--- src/rtl/drive_fault_guard.sv ---
module drive_fault_guard #(
  parameter int PH_W     = 14,
  parameter int DQ_W     = 16,
  parameter int NSAT     = 4,
  parameter int PH_LIMIT = 6000,
  parameter int DQ_LIMIT = 20000,
  localparam int CODE_W  = $clog2(NSAT + 5)
) (
  input  logic                   clk,
  input  logic                   rst_n,
  input  logic signed [PH_W-1:0] iu_i,
  input  logic signed [PH_W-1:0] iv_i,
  input  logic signed [DQ_W-1:0] id_i,
  input  logic signed [DQ_W-1:0] iq_i,
  input  logic [NSAT-1:0]        sat_i,
  input  logic [NSAT-1:0]        sat_trip_en_i,
  input  logic                   clr_i,
  output logic                   block_o,
  output logic [CODE_W-1:0]      err_code_o
);

  localparam int NSRC = NSAT + 4;
  localparam logic signed [PH_W:0] PH_HI = signed'((PH_W+1)'(PH_LIMIT));
  localparam logic signed [PH_W:0] PH_LO = -PH_HI;
  localparam logic signed [DQ_W:0] DQ_HI = signed'((DQ_W+1)'(DQ_LIMIT));
  localparam logic signed [DQ_W:0] DQ_LO = -DQ_HI;

  // one extra bit keeps the most negative sample representable after negation
  logic signed [PH_W:0] iu_x, iv_x;
  logic signed [DQ_W:0] id_x, iq_x;
  assign iu_x = PH_W'(1)'(0) + {iu_i[PH_W-1], iu_i};
  assign iv_x = {iv_i[PH_W-1], iv_i};
  assign id_x = {id_i[DQ_W-1], id_i};
  assign iq_x = {iq_i[DQ_W-1], iq_i};

  logic [NSRC-1:0] src;
  assign src[0] = (iu_x > PH_HI) || (iu_x < PH_LO);
  assign src[1] = (iv_x > PH_HI) || (iv_x < PH_LO);
  assign src[2] = (id_x > DQ_HI) || (id_x < DQ_LO);
  assign src[3] = (iq_x > DQ_HI) || (iq_x < DQ_LO);
  assign src[NSRC-1:4] = sat_i & sat_trip_en_i;

  logic hot;
  logic [CODE_W-1:0] enc;
  assign hot = |src;

  always_comb begin
    enc = '0;
    for (int i = NSRC - 1; i >= 0; i--)
      if (src[i]) enc = CODE_W'(i + 1);
  end

  logic fault_q;
  logic [CODE_W-1:0] code_q;

  always_ff @(posedge clk or negedge rst_n) begin
    if (!rst_n) begin
      fault_q <= 1'b0;
      code_q  <= '0;
    end else if (clr_i) begin
      fault_q <= hot;
      code_q  <= enc;
    end else if (!fault_q && hot) begin
      fault_q <= 1'b1;
      code_q  <= enc;
    end
  end

  assign block_o    = fault_q;
  assign err_code_o = code_q;

endmodule


--- config.mk ---
export PLATFORM = sky130hd
export DESIGN_NAME = drive_fault_guard
export DESIGN_NICKNAME = d
export VERILOG_FILES = /design/src/rtl/drive_fault_guard.sv
export SDC_FILE = /design/constraint.sdc
export NUM_CORES = 1
export LEC_CHECK = 0
export ABC_AREA = 1
export CAP_MARGIN = 25
export CORE_MARGIN = 4
export CORE_UTILIZATION = 55
export DETAILED_ROUTE_END_ITERATION = 7
export DONT_BUFFER_PORTS = 1
export PLACE_DENSITY = 0.7
export RECOVER_POWER = 25
export SLEW_MARGIN = 40
export SYNTH_ARGS = -nofsm -noshare
export SYNTH_HDL_FRONTEND = slang
export SYNTH_SLANG_ARGS = --single-unit
export TNS_END_PERCENT = 1
--- constraint.sdc ---
create_clock -name clk -period 1.1 [get_ports clk]
set_clock_uncertainty 0.15 [all_clocks]
set_input_delay 0.055 -clock clk [delete_from_list [all_inputs] [get_ports clk]]
set_output_delay 0.055 -clock clk [all_outputs]
set_load 0.005 [all_outputs]
After elaboration in Yosys (flattened, before gate mapping)
Index checks and enable logic that the tools add are counted.
W data, S select, Z words.
{"block": "classes", "n_lt_le_gt_ge": 8, "bitwise_logic": 1, "reduce_logical": 8, "n_mux": 12}
{"cell": "$mux W4", "count": 10}
{"cell": "$gt A16 B16 Y1 const B", "count": 2}
{"cell": "$lt A16 B16 Y1 const B", "count": 2}
{"cell": "$gt A14 B14 Y1 const B", "count": 2}
{"cell": "$lt A14 B14 Y1 const B", "count": 2}
{"cell": "$reduce_or A8 Y1", "count": 1}
{"cell": "$and A4 B4 Y4", "count": 1}
{"cell": "$logic_or A1 B1 Y1", "count": 4}
{"cell": "$mux W1", "count": 2}
{"cell": "$reduce_bool A2 Y1", "count": 1}
{"cell": "$logic_and A1 B1 Y1", "count": 1}
{"cell": "$logic_not A1 Y1", "count": 1}
{"block": "totals", "out_inout_bits": 5, "in_bits": 71, "regBits": 5, "elab_cells": 31}

Longest topological paths before layout
{"block": "logic_depth", "word_depth": 11, "depth_mapped": 14, "mapped_depth_nobuf": 14}

Least setup slack after synthesis
Ideal clock, no wire load.
{"block": "synth_timing", "path_type": "input port to flip-flop", "from": "in iq_i[6]", "to": "reg code_q[1] (netlist: err_code_o[1])", "path_slack_ps": -119, "path_buffers": 0, "arrival_time_ps": 953, "setup_ps": 116, "required_ps": 834, "path_stages": 12, "path_cell_list": "nor2_1 > nand2_1 > nor2_2 > nand3_2 > nand2_2 > nand3_2 > nor2_2 > nand2_2 > nand2_4 > nand2_4 > nand2_1 > nand2_1"}
{"block": "synth_between", "elab_chain_cells": 8, "elab_cells_between_ends": 12, "cone_classes": "2 x order compare; 6 x mux; 4 x reduce/logical"}
{"element": "from (decl)", "line_no": "14", "rtl": "input logic signed [DQ_W-1:0] iq_i,"}
{"element": "$gt A16 B16 Y1 / $lt A16 B16 Y1 (equally long branches)", "line_no": "40", "rtl": "assign src[3] = (iq_x > DQ_HI) || (iq_x < DQ_LO);"}
{"element": "$logic_or A1 B1 Y1 *", "line_no": "40"}
{"element": "$mux W4 (4 in a row)", "line_no": "50", "rtl": "if (src[i]) enc = CODE_W'(i + 1);"}
{"element": "$mux W4", "line_no": "63", "rtl": "end else if (!fault_q && hot) begin"}
{"element": "$mux W4", "line_no": "60", "rtl": "end else if (clr_i) begin"}
{"element": "to (signal assigned)", "line_no": "62", "rtl": "code_q <= enc;"}
{"element": "to (signal assigned)", "line_no": "65", "rtl": "code_q <= enc;"}
{"element": "to (decl)", "line_no": "54", "rtl": "logic [CODE_W-1:0] code_q;"}
Every way passes the cells marked *; elsewhere a longest branch is shown, timed or not. The select of a mux whose other input is x is not followed.
A chain may end at the register's enable or synchronous reset.

Worst setup path in the final report
{"block": "layout_timing", "from": "in iq_i[5]", "to": "reg code_q[0] (netlist: err_code_o[0])"}
Same word-level chain as after synthesis.

==> results.json <==
{
  "dp_cells": 183,
  "gp_congestion": 0.849,
  "cp.arrival_ns": 1.05,
  "timing.critical_path.fanout_max": 5,
  "clock-sinks": 5,
  "internal_power_mw": 0.473,
  "power_mw": 0.714,
  "finalSetupTns_ns": 0,
  "grt_overflow_total": 0,
  "start_util_pct": 60.7,
  "h-tree-depth": 1,
  "switchingPower_mw": 0.241,
  "drc": 0,
  "seq_power_share_pct": 30.6,
  "die_h_um": 46.8,
  "p_sw_share_pct": 33.8,
  "cts_buffers": 3,
  "post_drt_wl_per_cell_um": 11.8,
  "r2r_cells": 4,
  "combinationalPowerShare_pct": 38.7,
  "tritoncts": "done",
  "period_minus_slack_ns": 1.07,
  "drive_gt1_share_pct": 28.4,
  "setup_viol": 0,
  "first_pass_iters": 4,
  "synthDistinctLibCells": 22,
  "drv_cap": 0,
  "diodes": 0,
  "worst_pin_slew_ns": 0.228,
  "num_rows": 13,
  "grt_max_degree": 6,
  "power.density_mw_per_mm2": 684,
  "routed_wirelength_mm": 2.26,
  "syn_nets": 233,
  "synth_seq_cells": 5,
  "p_clk_share_pct": 30.7,
  "hold_viol": 0,
  "grt_pass1_vias": 936,
  "grt_pass1_wl_mm": 3.29,
  "worstPathRequired_ns": 1.08,
  "port_buffers": 0,
  "final_util_pct": 76.5,
  "clock_latency_ns": 0.25,
  "slew_headroom_pct": 84.8,
  "ys_top_cells_by_area": "nand2_1 28%, dfrtp_1 15%, nor2_1 12%, inv_1 8.1%, nand3_1 6.0%",
  "grt_usage_pct": 20.1,
  "critPathKind": "primary input to register",
  "synth_area_um2": 830,
  "drtIter0Drc": 8,
  "ctsLongestPathBuffers": 2,
  "die_area_mm2": 0.00219,
  "antenna_found_initial": 0,
  "fin_cells": 191,
  "status": "finished clean",
  "die_w_um": 46.8,
  "rsz0062_at_grt": "true",
  "period_share_pct": 97.3,
  "peakVddDrop_mv": 0.445,
  "ant_nets": 0,
  "postSynthAreaPerCell_um2": 5.12,
  "end_kind": "register",
  "synth_warnings": 0,
  "dp_hpwl_mm": 1.90,
  "core_mm2": 0.00137,
  "drv_slew": 0,
  "ios": 76,
  "p_leak_nw": 0.552,
  "synth.largest_area_cell": "nand2_1",
  "fmax_mhz": 934,
  "clk_pin_slew_ns": 0.05,
  "hold_path_depth": 5,
  "seq_area_frac_synth_pct": 15.1,
  "hp-class": "primary input to register",
  "vias": 1009,
  "cts-root-buf": "clkbuf_4",
  "area_delta_synth_final_pct": 25.9,
  "final_nets": 248,
  "yosysTopAreaCellShare_pct": 28.1,
  "vias_per_cell": 5.28,
  "synth_cells": 162,
  "setup.worst_path.start_class": "primary input"
}
==> kinds of logic (layout without fill, tap and decap cells) <==
kind of cell	after synthesis	after routing	synth area share (%)
AND/OR/NAND/NOR	126	126	68.8
buffers and inverters	24	38	10.9
AO/OA/AOI/OAI	7	7	5.28
flip-flops	5	5	15.1
==> power groups by stage <==
| stage | sequential, mW | clock, mW | combinational (mW) |
|---|---|---|---|
| after floorplan | 0.218 | 0 | 0.180 |
| after global placement | 0.222 | 0 | 0.221 |
| after detailed placement | 0.222 | 0 | 0.230 |
| after CTS | 0.220 | 0.219 | 0.242 |
| after global routing | 0.222 | 0.235 | 0.314 |
| final | 0.219 | 0.219 | 0.276 |
==> cells in the final DEF (no fill, tap or decap), drive strengths merged <==
cell type,synthesis,final
a21oi,1,1
a31oi,1,1
and3,3,3
buf,0,7
clkbuf,0,4
dfrtp,5,5
dlygate4sd3,0,3
inv,24,24
nand2,69,69
nand3,12,12
nand4,3,3
nor2,33,33
nor3,5,5
o211ai,1,1
o21ai,2,2
o21bai,2,2
or2,1,1
==> stage by stage <==
step | setup slack, ns | hold slack, ns | area (um^2)
global route | -0.0637 | 0.0582 | 1040
finish | 0.0296 | 0.0198 | 1040
floorplan | -0.0929 | -0.391 | 842
detailed placement | -0.237 | -0.390 | 906
CTS | 0.0236 | 0.00788 | 962
global placement | -0.165 | -0.390 | 906
==> state kept, by name (all words and copies together) (netlist names) <==
register    flops
block_o         1
err_code_o      4
==> per-layer routing <==
layer,up-vias,routed length (um),part of all wire (%),global-route usage (%)
met1,423,754,33,20.2
met2,57,1230,54,40.4
met5,-,0,0,0
met3,0,274,12,6.13
li1,529,-,-,-
met4,0,0,0,3.31
==> path summary, 6_finish.rpt <==
path	startpoint	to	slack, ns
worst min register to register	err_code_o[2]	err_code_o[2]	0.39
worst min-delay path	sat_trip_en_i[3]	err_code_o[3]	0.02
min in group asynchronous	rst_n	err_code_o[2]	0.49
worst max-delay path	iq_i[5]	err_code_o[0]	0.03
worst max register to register	block_o	err_code_o[0]	0.09
max in group asynchronous	rst_n	err_code_o[0]	0.12
==> final cells by class <==
cell class | count | area, um^2
Multi-Input combinational cell | 133 | 694
Fill cell | 117 | 322
Sequential cell | 5 | 125
Inverter | 24 | 97.6
Timing Repair Buffer | 10 | 82.6
Clock buffer | 4 | 26.3
Tap cell | 15 | 18.8
==> Yosys cell counts <==
| master | n |
|---|---|
| and3_2 | 1 |
| nand4_1 | 3 |
| nand2_2 | 5 |
| and3_1 | 2 |
| o21ai_1 | 1 |
| nand3_2 | 2 |
| nor3_1 | 5 |
| dfrtp_1 | 5 |
| nand3_1 | 10 |
| a31oi_1 | 1 |
| inv_1 | 18 |
| nor2_2 | 5 |
| a21oi_1 | 1 |
| nor2_4 | 1 |
| o21ai_0 | 1 |
| o21bai_1 | 2 |
| nand2_1 | 62 |
| nor2_1 | 27 |
| nand2_4 | 2 |
| inv_2 | 6 |
| or2_0 | 1 |
| o211ai_1 | 1 |
==> critical path, cell delays in order <==
cell,delay [ns]
inv_8,0.02
nor2_4,0.09
nand2_2,0.06
nor2_2,0.11
nand3_2,0.07
nand2_2,0.10
nand3_4,0.09
nor2_4,0.13
nand2_2,0.07
nand2_4,0.09
nand2_4,0.07
nand2_1,0.06
nand2_1,0.04
==> repair_timing <==
action | 4_1_cts | 5_1_grt
hold buffers | 3 | 0
setup endpoints to repair | 0 | 4
setup buffers | 0 | 1
resized for setup | 0 | 24
hold endpoints to repair | 10 | 0
(Power assumes the default switching activity.)
